**config.mk**
```make
export PLATFORM = sky130hd
export DESIGN_NAME = word_dma_port
export DESIGN_NICKNAME = d
export VERILOG_FILES = /design/src/rtl/wdp_pkg.sv /design/src/rtl/wdp_engine.sv /design/src/rtl/wdp_flags.sv /design/src/rtl/word_dma_port.sv
export SDC_FILE = /design/constraint.sdc
export NUM_CORES = 1
export LEC_CHECK = 0
export BUFFER_PORTS_ARGS = -buffer_cell sky130_fd_sc_hd__buf_2
export CAP_MARGIN = 20
export CORE_MARGIN = 3
export CORE_UTILIZATION = 54
export DETAILED_ROUTE_END_ITERATION = 8
export PLACE_DENSITY = 0.84
export SYNTH_ARGS = -nofsm -noshare
export SYNTH_HDL_FRONTEND = slang
export SYNTH_HIERARCHICAL = 1
export SYNTH_SLANG_ARGS = --single-unit
```
**constraint.sdc**
```tcl
create_clock -name clk -period 3.2 [get_ports clk]
set_input_delay 0.64 -clock clk [delete_from_list [all_inputs] [get_ports clk]]
set_output_delay 0.64 -clock clk [all_outputs]
set_load 0.01 [all_outputs]
```
**src/rtl/wdp_pkg.sv**
```systemverilog
package wdp_pkg;
  typedef enum logic [1:0] {S_IDLE, S_ARMED, S_REQ} eng_st_t;

  localparam logic [2:0] RA_CSR   = 3'd0;
  localparam logic [2:0] RA_PULSE = 3'd1;
  localparam logic [2:0] RA_ALO   = 3'd2;
  localparam logic [2:0] RA_AHI   = 3'd3;
  localparam logic [2:0] RA_RNG   = 3'd4;
  localparam logic [2:0] RA_DATA  = 3'd5;
  localparam logic [2:0] RA_AMOD  = 3'd6;

  // control write bits
  localparam int CB_GO  = 0;
  localparam int CB_FN1 = 1;
  localparam int CB_FN3 = 3;
  localparam int CB_DIR = 4;
  localparam int CB_IEN = 5;
  localparam int CB_CYC = 6;

  // pulse register bits
  localparam int PB_GO    = 0;
  localparam int PB_RATTN = 1;
  localparam int PB_RDMA  = 2;
  localparam int PB_RPERR = 3;
  localparam int PB_MCLR  = 4;
  localparam int PB_IEN   = 5;
  localparam int PB_MASK  = 6;
  localparam int PB_CYC   = 7;
  localparam int PB_FN2   = 8;
endpackage

```
**src/rtl/wdp_engine.sv**
```systemverilog
module wdp_engine import wdp_pkg::*; #(
  parameter int DW      = 16,
  parameter int LO_W    = 16,
  parameter int HI_W    = 15,
  parameter int TMO_CYC = 256,
  localparam int AW     = LO_W + HI_W
) (
  input  logic          clk,
  input  logic          rst,
  input  logic          clr,
  input  logic          go,
  input  logic          cyc,
  input  logic          dir_in,
  input  logic          ld_lo,
  input  logic          ld_hi,
  input  logic          ld_rng,
  input  logic          ld_data,
  input  logic [DW-1:0] wdata,
  input  logic          stop,
  input  logic          mem_ack,
  input  logic          mem_err,
  input  logic [DW-1:0] mem_rdata,
  input  logic [DW-1:0] dev_din,
  output logic [AW-1:0] waddr,
  output logic [DW-1:0] cnt,
  output logic [DW-1:0] data_q,
  output logic          ready,
  output logic          mem_req,
  output logic          mem_we,
  output logic [DW-1:0] mem_wdata,
  output logic          dev_stb,
  output logic          fin,
  output logic          tmo_set,
  output logic          berr_set
);
  localparam int TW = $clog2(TMO_CYC);

  eng_st_t       st;
  logic          dir_q;
  logic [TW-1:0] tcnt;
  logic          in_req, tmo_hit, abort, word_ok;

  always_comb begin
    in_req   = (st == S_REQ);
    tmo_hit  = in_req && !mem_ack && (tcnt == TW'(TMO_CYC - 1));
    abort    = in_req && (stop || mem_err || tmo_hit);
    word_ok  = in_req && mem_ack && !stop && !mem_err;
    fin      = abort || (word_ok && cnt == '0) || (st == S_ARMED && stop);
    tmo_set  = tmo_hit;
    berr_set = in_req && mem_err;
  end

  assign ready     = (st == S_IDLE);
  assign mem_req   = in_req;
  assign mem_we    = in_req && dir_q;
  assign mem_wdata = dev_din;

  always_ff @(posedge clk) begin
    if (rst || clr) begin
      st      <= S_IDLE;
      waddr   <= '0;
      cnt     <= '0;
      data_q  <= '0;
      dir_q   <= 1'b0;
      tcnt    <= '0;
      dev_stb <= 1'b0;
    end else begin
      dev_stb <= word_ok;
      tcnt    <= (in_req && !mem_ack && !tmo_hit) ? tcnt + 1'b1 : '0;
      case (st)
        S_IDLE: begin
          if (ld_lo)   waddr[LO_W-1:0]  <= wdata[LO_W-1:0];
          if (ld_hi)   waddr[AW-1:LO_W] <= wdata[HI_W-1:0];
          if (ld_rng)  cnt    <= wdata;
          if (ld_data) data_q <= wdata;
          if (go) begin
            dir_q <= dir_in;
            st    <= cyc ? S_REQ : S_ARMED;
          end
        end
        S_ARMED: begin
          if (stop)     st <= S_IDLE;
          else if (cyc) st <= S_REQ;
        end
        S_REQ: begin
          if (abort) begin
            st <= S_IDLE;
          end else if (word_ok) begin
            data_q <= dir_q ? dev_din : mem_rdata;
            waddr  <= waddr + 1'b1;
            if (cnt == '0) st <= S_IDLE;
            else           cnt <= cnt - 1'b1;
          end
        end
        default: st <= S_IDLE;
      endcase
    end
  end


  last_word_chk: assert property (@(posedge clk) disable iff (rst)
    (st == S_REQ && mem_ack && !mem_err && !stop && cnt == '0) |=> (st == S_IDLE));


  hold_chk: assert property (@(posedge clk) disable iff (rst)
    (st == S_REQ && !mem_ack && !mem_err && !stop && !clr && tcnt != TW'(TMO_CYC - 1))
      |=> (mem_req && $stable(waddr) && $stable(cnt)));


  stop_chk: assert property (@(posedge clk) disable iff (rst)
    (st != S_IDLE && stop) |=> (st == S_IDLE));
endmodule

```
**src/rtl/wdp_flags.sv**
```systemverilog
module wdp_flags (
  input  logic clk,
  input  logic rst,
  input  logic clr,
  input  logic attn_edge,
  input  logic fin,
  input  logic perr_in,
  input  logic berr_set,
  input  logic tmo_set,
  input  logic clr_attn,
  input  logic clr_dma,
  input  logic clr_perr,
  input  logic ien_wr,
  input  logic ien_val,
  input  logic ien_set,
  input  logic ien_mask,
  input  logic irq_ack,
  output logic attn_f,
  output logic dma_f,
  output logic perr_f,
  output logic berr_f,
  output logic terr_f,
  output logic ien_q,
  output logic irq_q
);
  always_ff @(posedge clk) begin
    if (rst || clr) begin
      attn_f <= 1'b0;
      dma_f  <= 1'b0;
      perr_f <= 1'b0;
      berr_f <= 1'b0;
      terr_f <= 1'b0;
      ien_q  <= 1'b0;
      irq_q  <= 1'b0;
    end else begin
      attn_f <= attn_edge | (attn_f & ~clr_attn);
      dma_f  <= fin       | (dma_f  & ~clr_dma);
      berr_f <= berr_set  | (berr_f & ~clr_dma);
      terr_f <= tmo_set   | (terr_f & ~clr_dma);
      perr_f <= perr_in   | (perr_f & ~clr_perr);
      if (irq_ack || ien_mask) ien_q <= 1'b0;
      else if (ien_wr)         ien_q <= ien_val;
      else if (ien_set)        ien_q <= 1'b1;
      irq_q <= ien_q & (attn_f | dma_f);
    end
  end


  ack_chk: assert property (@(posedge clk) disable iff (rst)
    irq_ack |=> !ien_q);
endmodule

```
**src/rtl/word_dma_port.sv**
```systemverilog
module word_dma_port import wdp_pkg::*; #(
  parameter int DW      = 16,
  parameter int LO_W    = 16,
  parameter int HI_W    = 15,
  parameter int AM_W    = 8,
  parameter int TMO_CYC = 256,
  localparam int AW     = LO_W + HI_W
) (
  input  logic            clk,
  input  logic            rst,
  input  logic            hst_we,
  input  logic [2:0]      hst_addr,
  input  logic [DW-1:0]   hst_wdata,
  output logic [DW-1:0]   hst_rdata,
  output logic            irq,
  input  logic            irq_ack,
  output logic            mem_req,
  output logic            mem_we,
  output logic [AW:0]     mem_addr,
  output logic [AM_W-1:0] mem_am,
  output logic [DW-1:0]   mem_wdata,
  input  logic [DW-1:0]   mem_rdata,
  input  logic            mem_ack,
  input  logic            mem_err,
  input  logic [DW-1:0]   dev_din,
  output logic [DW-1:0]   dev_dout,
  output logic            dev_stb,
  input  logic            dev_attn,
  input  logic            dev_perr,
  output logic            dev_init,
  output logic [2:0]      fcn_o,
  input  logic [2:0]      sts_i
);
  logic            wr_csr, wr_pls, mclr, go, cyc, dir_go;
  logic [DW-1:0]   pls;
  logic [2:0]      fcn_q;
  logic            dirl_q, fn2_q, attn_q, attn_edge;
  logic [AM_W-1:0] amod_q;
  logic [AW-1:0]   waddr;
  logic [DW-1:0]   cnt, data_q;
  logic            ready, fin, tmo_set, berr_set;
  logic            attn_f, dma_f, perr_f, berr_f, terr_f, ien_q;
  logic [15:0]     csr_v;

  assign wr_csr    = hst_we && (hst_addr == RA_CSR);
  assign wr_pls    = hst_we && (hst_addr == RA_PULSE);
  assign pls       = wr_pls ? hst_wdata : '0;
  assign mclr      = pls[PB_MCLR];
  assign go        = (wr_csr && hst_wdata[CB_GO]) || pls[PB_GO];
  assign cyc       = (wr_csr && hst_wdata[CB_CYC]) || pls[PB_CYC];
  assign dir_go    = wr_csr ? hst_wdata[CB_DIR] : dirl_q;
  assign attn_edge = dev_attn && !attn_q;

  always_ff @(posedge clk) begin
    if (rst || mclr) begin
      fcn_q  <= '0;
      dirl_q <= 1'b0;
      amod_q <= '0;
    end else begin
      if (wr_csr) begin
        fcn_q  <= hst_wdata[CB_FN3:CB_FN1];
        dirl_q <= hst_wdata[CB_DIR];
      end
      if (hst_we && hst_addr == RA_AMOD) amod_q <= hst_wdata[AM_W-1:0];
    end
  end

  always_ff @(posedge clk) begin
    if (rst) begin
      fn2_q    <= 1'b0;
      dev_init <= 1'b0;
      attn_q   <= 1'b0;
    end else begin
      fn2_q    <= pls[PB_FN2];
      dev_init <= mclr;
      attn_q   <= dev_attn;
    end
  end

  wdp_engine #(.DW(DW), .LO_W(LO_W), .HI_W(HI_W), .TMO_CYC(TMO_CYC)) eng_i (
    .clk(clk), .rst(rst), .clr(mclr), .go(go), .cyc(cyc), .dir_in(dir_go),
    .ld_lo(hst_we && hst_addr == RA_ALO), .ld_hi(hst_we && hst_addr == RA_AHI),
    .ld_rng(hst_we && hst_addr == RA_RNG), .ld_data(hst_we && hst_addr == RA_DATA),
    .wdata(hst_wdata), .stop(attn_edge), .mem_ack(mem_ack), .mem_err(mem_err),
    .mem_rdata(mem_rdata), .dev_din(dev_din), .waddr(waddr), .cnt(cnt),
    .data_q(data_q), .ready(ready), .mem_req(mem_req), .mem_we(mem_we),
    .mem_wdata(mem_wdata), .dev_stb(dev_stb), .fin(fin), .tmo_set(tmo_set),
    .berr_set(berr_set)
  );

  wdp_flags flg_i (
    .clk(clk), .rst(rst), .clr(mclr), .attn_edge(attn_edge), .fin(fin),
    .perr_in(dev_perr), .berr_set(berr_set), .tmo_set(tmo_set),
    .clr_attn(pls[PB_RATTN]), .clr_dma(pls[PB_RDMA]), .clr_perr(pls[PB_RPERR]),
    .ien_wr(wr_csr), .ien_val(hst_wdata[CB_IEN]), .ien_set(pls[PB_IEN]),
    .ien_mask(pls[PB_MASK]), .irq_ack(irq_ack), .attn_f(attn_f), .dma_f(dma_f),
    .perr_f(perr_f), .berr_f(berr_f), .terr_f(terr_f), .ien_q(ien_q), .irq_q(irq)
  );

  assign mem_addr = {waddr, 1'b0};
  assign mem_am   = amod_q;
  assign dev_dout = data_q;
  assign fcn_o    = fcn_q | {1'b0, fn2_q, 1'b0};
  assign csr_v    = {2'b00, terr_f, berr_f, perr_f, sts_i[2], sts_i[1], sts_i[0],
                     attn_f, dma_f, ien_q, dirl_q, fcn_q, ready};

  always_comb begin
    case (hst_addr)
      RA_CSR:  hst_rdata = DW'(csr_v);
      RA_ALO:  hst_rdata = DW'(waddr[LO_W-1:0]);
      RA_AHI:  hst_rdata = DW'(waddr[AW-1:LO_W]);
      RA_RNG:  hst_rdata = cnt;
      RA_DATA: hst_rdata = data_q;
      RA_AMOD: hst_rdata = DW'(amod_q);
      default: hst_rdata = '0;
    endcase
  end


  init_chk: assert property (@(posedge clk) disable iff (rst)
    dev_init |-> $past(mclr));
endmodule

```
==> results of run 1 <==
stage by stage:
step,power (mW),worst slack (ns)
after global routing,2.91,0.384
after global placement,1.67,0.536
final,2.82,0.472
after floorplan,1.53,0.657
after CTS,2.81,0.552
after detailed placement,1.68,0.554
synthesized netlist by cell type (4+ instances only):
cell type / number
a221oi_1: 10
a21o_1: 7
buf_6: 4
clkbuf_1: 26
nor4_1: 8
o21ai_0: 24
and3_1: 9
nand4_1: 12
nor2b_1: 7
mux2i_1: 26
mux2_2: 4
buf_4: 22
a31oi_1: 5
a32o_1: 9
o21ai_2: 7
nand2_1: 85
nor3b_1: 4
buf_1: 5
dfxtp_1: 97
buf_2: 18
a211oi_1: 18
nand2b_1: 13
o221ai_1: 5
o22ai_1: 6
o31ai_1: 11
nand3_1: 27
and2_1: 13
o21ai_1: 11
inv_1: 13
nor3_1: 13
a21oi_1: 90
nor2_1: 82
a22oi_1: 17
worst register-to-register path, stage by stage (launching register included):
cell and delay (ns):
dfxtp_1 0.49, inv_1 0.08, ha_1 0.25, nor3b_2 0.17, buf_4 0.18, nand4_1 0.20
o21a_1 0.16, buf_4 0.20, o21ai_0 0.13, a32o_1 0.30
per-layer routing:
metal / up-vias / global-route usage (%)
met1: 3144 / 45.2
met4: 0 / 16.5
met5: - / 0
met2: 518 / 49.0
li1: 3105 / -
met3: 78 / 5.66
state kept, by name (all words and copies together) (netlist names), 2 cells and up:
register	cells
eng_i/waddr	31
fcn_q	3
eng_i/st	2
eng_i/cnt	16
mem_am	8
eng_i/tcnt	8
eng_i/data_q	16
where the power goes:
group          switching, mW  internal (mW)  leakage, nW
Sequential            0.0416           1.23        0.785
Clock                  0.454          0.701        0.153
Combinational          0.235          0.151         1.92
how the worst max path moves through the flow:
stage / end / slack (ns) / cells after the start
2_1_floorplan: eng_i/cnt[13] / 0.66 / 11
3_5_place_dp: hst_rdata[8] / 0.55 / 5
5_1_grt: hst_rdata[8] / 0.38 / 5
4_1_cts: hst_rdata[8] / 0.55 / 5
3_3_place_gp: hst_rdata[8] / 0.54 / 5
6_report: hst_rdata[8] / 0.47 / 5
kinds of logic after synthesis:
logic type                 after synthesis  synth area share (%)
muxes                                   34                  6.33
and+or+nand+nor                        305                  25.5
other                                    1                0.0612
DFF                                     97                  31.7
AOI/OAI and AO/OA                      250                  27.2
xor gates and xnor gates                 6                 0.858
adders and majority gates                3                 0.613
buffers and inverters                   90                  7.74
layout make-up:
type	count	share of cell area, %
clock buffers	12	3.45
clock inverters	3	0.911
inverters	14	0.736
multi-input cells	599	52.0
flip-flops and latches	97	27.2
well taps	140	2.45
repair buffers	176	13.2
==> results.txt, run 1 <==
status: complete, no violations
Post-Layout Inst Area: 0.00714 sq mm
# diodes: 0
RSZ-0062 raised after global routing: false
first-pass GRT wire length: 33.2 mm
crit-path max FO: 24
I/O pin cnt: 158
Finished Layout Cells: 1041
grt ovf: 0
leading cell types in the layout, fill and taps excluded: buf_2, dfxtp_1, a21oi_1
# DRC: 0
WL per Instance: 20.4 microns
Port Buffers: 156
vias in the first global route: 6100
Vert. Die Dim: 112 microns
postcts setup bufs: 0
Critical R2R Launch: eng_i/cnt[0]
Clock Sinks: 97
post-CTS sizing: 0
Skew-Pair Late Insertion Delay: 0.35 ns
H-Tree Depth: 3
Max Used Layer: met4
Initial Util: 55.8%
hold path start: eng_i/tcnt[0]
crit-path cells: buf_2 > and2_1 > a22oi_1 > o221ai_1 > buf_2
DRT Pass-1 Iters: 6
post-synth net total: 851
footprint of the multi-input gates: 0.00372 sq mm
Hold Crit Class: reg2reg
setup TNS: 0 ns
Seq cells post-synth: 97
WP data required: 2.56 ns
drt initial violations: 1003
commonest non-fill, non-tap cell in the layout: buf_2
ys flop type: dfxtp_1
initial antenna violation count: 0
area of the core: 0.0110 sq mm
CP Buf/Inv Count: 2
slew at the pin closest to its max-slew limit: 0.720 ns
Reg clk slew, reported paths: 0.06 ns
CP arrival: 2.09 ns
Mapped Cells: 786
vias: 6845
fin crit period: 2.73 ns
Register-to-Register Path Depth: 9
placed inst area: 0.00683 sq mm
DR vias/cell: 6.58
startpoint types: primary input
Pins Over Slew Limit: 0
gpl congestion: 0.977
most frequent CP cell: buf_2
WL met3: 2.30 mm
Synth Cell Area: 0.00612 sq mm
Antenna Nets Post-Route: 0
die width: 112 microns
period utilisation layout: 85.3%
CTS Hold Bufs: 0
wl on met1: 8.51 mm
DP Cell Count: 1026
layout cells sized above 1: 25.4%
clk_skew: 0.00706 ns
Final Hold Fails: 0
Yosys cell types: 82
critical path's top delay family: buffers and inverters
Crit Path Category: in2out
Peak Freq: 0.367 GHz
Post-synth ARST share: 0%
Die Area: 0.0127 sq mm
FILL cells: 975
global-route usage over all layers: 32.7%
met2 wire length: 9.25 mm
Max-cap violations: 0
CTS root buf: clkbuf_16
dominant cells by area after synthesis: dfxtp_1, a21oi_1, nand2_1, nor2_1, mux2i_1
Post-synth EDFFs: 0
CP peak stage delay: 0.46 ns
post-DP HPWL: 15.6 mm
Critical Path Sink Type: output port
flop2flop setup slack: 0.93 ns
Seq/Total Area, Yosys: 31.7%
Final nets: 962
largest net degree at the start of global routing: 53
pwr/cell area: 394 mW/mm^2
Critical Path Slowest Stage Cell: and2_1
overall routed net length: 21.3 mm
VDD IR-drop max: 0.216 mV
CTS Buf Count: 9
RR Endpoint: eng_i/cnt[9]
P_leak: 2.86 nW
relative slew slack: 51.6%
CTS tree: yes
Rows: 38
Min Hold Slack: 0.451 ns
Syn. warnings: 6
WHS Endpoint: eng_i/tcnt[0]
Hold Path Depth: 1
area leader, netlist: dfxtp_1
register area: 0.00194 sq mm
Critical Path Start: hst_addr[0]
syn avg cell area: 7.79 sq um
Setup Viol. Count Final: 0
Yosys top cell area share: 31.7%
area delta synth->final: 16.6%
Finished Core Util: 65.0%
maximum buffer depth of the clock tree: 2
(Power assumes the default switching activity.)
==> inputs of run 2 (changes only) <==
Settings changed: CORE_MARGIN 3 to default, SETUP_SLACK_MARGIN from default to 0.05.
==> run 2 against run 1 <==
  * Register-to-register slack worse by 0.10 ns
  * Critical path type unchanged
  * Utilization up 0.39 points
  * Final cell count unchanged
  * Clock-buffer cell count down 3
  * Critical endpoint unchanged
  * First-iteration DRC count down 21%
  * Clock skew about the same
==> results.txt, run 2 (same netlist as run 1, synthesis figures left out) <==
CP Buf/Inv Count: 2 (unchanged)
setup TNS: 0 ns (unchanged)
post-CTS sizing: 0 (unchanged)
H-Tree Depth: 3 (unchanged)
Clock Sinks: 97 (unchanged)
switching share of power: 25.5% (was 26.0%)
Max Used Layer: met4 (unchanged)
Critical Path Slowest Stage Cell: and2_1 (unchanged)
Hold Crit Class: reg2reg (unchanged)
status: complete, no violations (unchanged)
met2 wire length: 9.23 mm (was 9.25 mm)
Critical Path Sink Type: output port (unchanged)
combinational power share: 13.5% (was 13.7%)
DR vias/cell: 6.49 (was 6.58)
area delta synth->final: 16.8% (was 16.6%)
leading cell types in the layout, fill and taps excluded: buf_2, dfxtp_1, a21oi_1 (unchanged)
slew at the pin closest to its max-slew limit: 0.705 ns (was 0.720 ns)
Final Hold Fails: 0 (unchanged)
Hold Path Depth: 1 (unchanged)
clk_skew: 0.00711 ns (was 0.00706 ns)
Port Buffers: 156 (unchanged)
Largest regs: eng_i/waddr x31, eng_i/cnt x16, eng_i/data_q x16 (unchanged)
CTS Hold Bufs: 0 (unchanged)
Pins Over Slew Limit: 0 (unchanged)
Final nets: 964 (was 962)
layout cells sized above 1: 25.6% (was 25.4%)
global-route usage over all layers: 36.2% (was 32.7%)
postcts setup bufs: 0 (unchanged)
DP Worst Slack: 0.502 ns (was 0.554 ns)
Post-Layout Inst Area: 0.00715 sq mm (was 0.00714 sq mm)
Setup Viol. Count Final: 0 (unchanged)
Biggest register: eng_i/waddr (unchanged)
wl on met1: 8.89 mm (was 8.51 mm)
RSZ-0062 raised after global routing: false (unchanged)
CTS tree: yes (unchanged)
I/O pin cnt: 158 (unchanged)
Min Hold Slack: 0.446 ns (was 0.451 ns)
DP Cell Count: 1028 (was 1026)
Rows: 38 (unchanged)
final worst slack: 0.510 ns (was 0.472 ns)
drt initial violations: 792 (was 1003)
WL per Instance: 20.4 microns (about the same)
grt ovf: 0 (unchanged)
commonest non-fill, non-tap cell in the layout: buf_2 (unchanged)
placed inst area: 0.00683 sq mm (about the same)
largest net degree at the start of global routing: 53 (unchanged)
FILL cells: 983 (was 975)
Die Area: 0.0118 sq mm (was 0.0127 sq mm)
Reg power frac: 44.5% (was 45.3%)
DRT Pass-1 Iters: 6 (unchanged)
Power Total: 2.86 mW (was 2.82 mW)
overall routed net length: 21.2 mm (was 21.3 mm)
gpl congestion: 0.967 (was 0.977)
Int Pwr: 2.13 mW (was 2.08 mW)
WP data required: 2.56 ns (about the same)
Antenna Nets Post-Route: 0 (unchanged)
Clock Power Share: 42.0% (was 41.0%)
first-pass GRT wire length: 32.2 mm (was 33.2 mm)
post-DP HPWL: 15.7 mm (was 15.6 mm)
Crit. path cell count: 5 (unchanged)
Register-to-Register Path Depth: 7 (was 9)
Finished Layout Cells: 1041 (unchanged)
period utilisation layout: 84.1% (was 85.3%)
fin crit period: 2.69 ns (was 2.73 ns)
crit-path max FO: 24 (unchanged)
Vert. Die Dim: 108 microns (was 112 microns)
Max-cap violations: 0 (unchanged)
initial antenna violation count: 0 (unchanged)
area of the core: 0.0109 sq mm (was 0.0110 sq mm)
Peak Freq: 0.372 GHz (was 0.367 GHz)
relative slew slack: 52.6% (was 51.6%)
CTS Buf Count: 9 (unchanged)
vias: 6761 (was 6845)
Initial Util: 56.0% (was 55.8%)
# diodes: 0 (unchanged)
P_leak: 2.87 nW (was 2.86 nW)
# DRC: 0 (unchanged)
vias in the first global route: 5917 (was 6100)
most frequent CP cell: buf_2 (unchanged)
Reg clk slew, reported paths: 0.06 ns (about the same)
maximum buffer depth of the clock tree: 2 (unchanged)
CP arrival: 2.05 ns (was 2.09 ns)
startpoint types: primary input (unchanged)
CP peak stage delay: 0.46 ns (about the same)
Crit Path Category: in2out (unchanged)
WL met3: 1.88 mm (was 2.30 mm)
die width: 108 microns (was 112 microns)
pwr/cell area: 400 mW/mm^2 (was 394 mW/mm^2)
VDD IR-drop max: 0.255 mV (was 0.216 mV)
Skew-Pair Late Insertion Delay: 0.35 ns (about the same)
crit-path cells: buf_2 > and2_1 > a22oi_1 > o221ai_1 > buf_2 (unchanged)
critical path's top delay family: buffers and inverters (unchanged)
Finished Core Util: 65.4% (was 65.0%)
max reg flops: 31 (unchanged)
Sw Pwr: 0.729 mW (was 0.731 mW)
CTS root buf: clkbuf_16 (unchanged)
run 2: layout make-up:
| type | instances | area, sq um | share of cell area (%) |
|---|---|---|---|
| multi-input combinational | 599 | 3720 | 52.0 |
| clock buffer | 9 | 225 | 3.15 |
| tap | 140 | 175 | 2.45 |
| timing repair buffer | 178 | 946 | 13.2 |
| sequential | 97 | 1940 | 27.1 |
| inverter | 14 | 52.6 | 0.735 |
| clock inverter | 4 | 95.1 | 1.33 |
run 2: final timing paths:
path,slack (ns),end,start
setup reg to reg,0.83,eng_i/cnt[0],eng_i/st[0]
hold / removal,0.45,eng_i/tcnt[0],eng_i/tcnt[0]
setup / recovery,0.51,hst_rdata[8],hst_addr[0]
hold reg to reg,0.45,eng_i/tcnt[0],eng_i/tcnt[0]
run 2: per-layer routing:
layer / up-vias / GRT usage [%]
li1: 3106 / -
met4: 0 / 21.5
met3: 71 / 4.34
met2: 407 / 54.9
met1: 3177 / 49.1
met5: - / 0
run 2: worst reg2reg max path: cells and delay by family, from the launching register on:
| family | cells | cell delay [ns] |
|---|---|---|
| and+or+nand+nor | 2 | 0.56 |
| DFF | 1 | 0.41 |
| buffers and inverters | 2 | 0.69 |
| AOI/OAI and AO/OA | 3 | 0.58 |
run 2: power by group through the flow:
stage               Clock [mW]  Combinational (mW)  Sequential (mW)
floorplan                    0               0.240             1.29
global placement             0               0.372             1.30
detailed placement           0               0.375             1.30
CTS                       1.20               0.377             1.27
global route              1.26               0.416             1.27
finish                    1.20               0.385             1.27
==> inputs of run 3 (changes only) <==
Clock period 3.2 ns to 2.6 ns, I/O delays scaled along.
==> run 3 against run 2 <==
  * Cell area is 2.4% higher
  * Clock skew hardly changed
  * Critical path depth is 1 higher
  * Combinational power is 31% higher
  * Critical path type is now reg2reg
==> results.txt, run 3 (same netlist as run 1, synthesis figures left out) <==
CTS Hold Bufs: 0 (unchanged)
# DRC: 0 (unchanged)
RR Endpoint: eng_i/cnt[14] (was eng_i/cnt[0])
Clock Sinks: 97 (unchanged)
CP Buf/Inv Count: 1 (was 2)
CTS Buf Count: 9 (unchanged)
Clock Power Share: 41.4% (was 42.0%)
# diodes: 0 (unchanged)
Finished Core Util: 67.0% (was 65.4%)
post-DP HPWL: 15.6 mm (was 15.7 mm)
Critical R2R Launch: eng_i/st[0] (unchanged)
Vert. Die Dim: 108 microns (unchanged)
Crit Path Category: reg2reg (was in2out)
Register-to-Register Path Depth: 6 (was 7)
CTS root buf: clkbuf_16 (unchanged)
clk_skew: 0.00699 ns (was 0.00711 ns)
fin crit period: 2.41 ns
WP data required: 2.84 ns (was 2.56 ns)
P_leak: 2.96 nW (was 2.87 nW)
initial antenna violation count: 0 (unchanged)
placed inst area: 0.00701 sq mm (was 0.00683 sq mm)
Rows: 38 (unchanged)
CP peak stage delay: 0.41 ns (was 0.46 ns)
Antenna Nets Post-Route: 0 (unchanged)
area delta synth->final: 19.7% (was 16.8%)
status: complete, no violations (unchanged)
startpoint types: flip-flop (was primary input)
WL per Instance: 20.6 microns (was 20.4 microns)
post-CTS sizing: 0 (unchanged)
Port Buffers: 156 (unchanged)
area of the core: 0.0109 sq mm (unchanged)
pwr/cell area: 481 mW/mm^2 (was 400 mW/mm^2)
crit-path max FO: 22 (was 24)
VDD IR-drop max: 0.405 mV (was 0.255 mV)
setup TNS: 0 ns (unchanged)
Biggest register: eng_i/waddr (unchanged)
DP Cell Count: 1043 (was 1028)
relative slew slack: 29.1% (was 52.6%)
Int Pwr: 2.58 mW (was 2.13 mW)
vias in the first global route: 6187 (was 5917)
grt ovf: 0 (unchanged)
layout cells sized above 1: 27.0% (was 25.6%)
Die Area: 0.0118 sq mm (unchanged)
Min Hold Slack: 0.360 ns (was 0.446 ns)
die width: 108 microns (unchanged)
Largest regs: eng_i/waddr x31, eng_i/cnt x16, eng_i/data_q x16 (unchanged)
critical path's top delay family: simple AND/OR/NAND/NOR gates (was buffers and inverters)
first-pass GRT wire length: 32.9 mm (was 32.2 mm)
final worst slack: 0.189 ns (was 0.510 ns)
Power Total: 3.53 mW (was 2.86 mW)
Sw Pwr: 0.945 mW (was 0.729 mW)
crit-path cells: nand2b_2 > inv_2 > nand4_1 > o21ai_2 > nor2_1 > a32o_1 (was buf_2 > and2_1 > a22oi_1 > o221ai_1 > buf_2)
global-route usage over all layers: 37.0% (was 36.2%)
Hold Crit Class: in2reg (was reg2reg)
leading cell types in the layout, fill and taps excluded: buf_2, dfxtp_1, a21oi_1 (unchanged)
largest net degree at the start of global routing: 51 (was 53)
flop2flop setup slack: 0.19 ns (was 0.83 ns)
maximum buffer depth of the clock tree: 2 (unchanged)
slew at the pin closest to its max-slew limit: 1.05 ns (was 0.705 ns)
commonest non-fill, non-tap cell in the layout: buf_2 (unchanged)
RSZ-0062 raised after global routing: false (unchanged)
Hold Path Depth: 2 (was 1)
combinational power share: 14.3% (was 13.5%)
Post-Layout Inst Area: 0.00733 sq mm (was 0.00715 sq mm)
switching share of power: 26.8% (was 25.5%)
H-Tree Depth: 3 (unchanged)
Max-cap violations: 0 (unchanged)
period utilisation layout: 92.7%
drt initial violations: 989 (was 792)
hold path start: irq_ack (was eng_i/tcnt[0])
max reg flops: 31 (unchanged)
Final nets: 979 (was 964)
Setup Viol. Count Final: 0 (unchanged)
WHS Endpoint: flg_i/ien_q (was eng_i/tcnt[0])
gpl congestion: 0.974 (was 0.967)
DR vias/cell: 6.59 (was 6.49)
Initial Util: 56.0% (unchanged)
CTS tree: yes (unchanged)
vias: 6974 (was 6761)
overall routed net length: 21.8 mm (was 21.2 mm)
Pins Over Slew Limit: 0 (unchanged)
Final Hold Fails: 0 (unchanged)
Critical Path Slowest Stage Cell: dfxtp_1 (was and2_1)
Critical Path Sink Type: flip-flop (was output port)
DP Worst Slack: 0.253 ns (was 0.502 ns)
CP arrival: 2.65 ns (was 2.05 ns)
Finished Layout Cells: 1058 (was 1041)
Peak Freq: 0.415 GHz
DRT Pass-1 Iters: 6 (unchanged)
Skew-Pair Late Insertion Delay: 0.35 ns (about the same)
postcts setup bufs: 0 (unchanged)
Reg clk slew, reported paths: 0.07 ns (was 0.06 ns)
I/O pin cnt: 158 (unchanged)
Reg power frac: 44.3% (was 44.5%)
[run 3: cell count changes in the layout (fill, tap and decap cells not counted), sizes merged]
| cell | before | now |
|---|---|---|
| clkinvlp | 0 | 2 |
| bufinv | 3 | 2 |
| buf | 178 | 193 |
| clkbuf | 9 | 10 |
[run 3: routing by layer]
layer	vias to the layer above	share of wire [%]	wire length, microns	global-route usage (%)
li1	3142	-	-	-
met1	3189	39	8420	47.8
met2	550	44	9500	56.8
met3	93	12	2660	7.66
met4	0	5.8	1260	21.5
met5	-	0	0	0
[run 3: worst max path at each step]
| stage | slack (ns) | depth (start not counted) | from | endpoint |
|---|---|---|---|---|
| after CTS | 0.24 | 8 | hst_addr[0] | hst_rdata[12] |
| after global placement | 0.25 | 8 | hst_addr[0] | hst_rdata[12] |
| after floorplan | 0.18 | 11 | hst_addr[0] | eng_i/cnt[13] |
| after detailed placement | 0.25 | 8 | hst_addr[0] | hst_rdata[12] |
| final | 0.19 | 6 | eng_i/st[0] | eng_i/cnt[14] |
| after global routing | 0.13 | 7 | eng_i/cnt[0] | eng_i/cnt[14] |
[run 3: power by group through the flow]
| stage | Combinational, mW | Clock, mW | Sequential (mW) |
|---|---|---|---|
| after floorplan | 0.295 | 0 | 1.59 |
| after global placement | 0.482 | 0 | 1.59 |
| after detailed placement | 0.486 | 0 | 1.59 |
| after CTS | 0.491 | 1.45 | 1.56 |
| after global routing | 0.542 | 1.52 | 1.56 |
| final | 0.504 | 1.46 | 1.56 |
[run 3: final cells by class]
type	instances	area [sq um]
Sequential cell	97	1940
Timing Repair Buffer	193	1120
Inverter	14	52.6
Clock buffer	10	239
Clock inverter	5	80.1
Multi-Input combinational cell	599	3720
Tap cell	140	175
Fill cell	954	3610
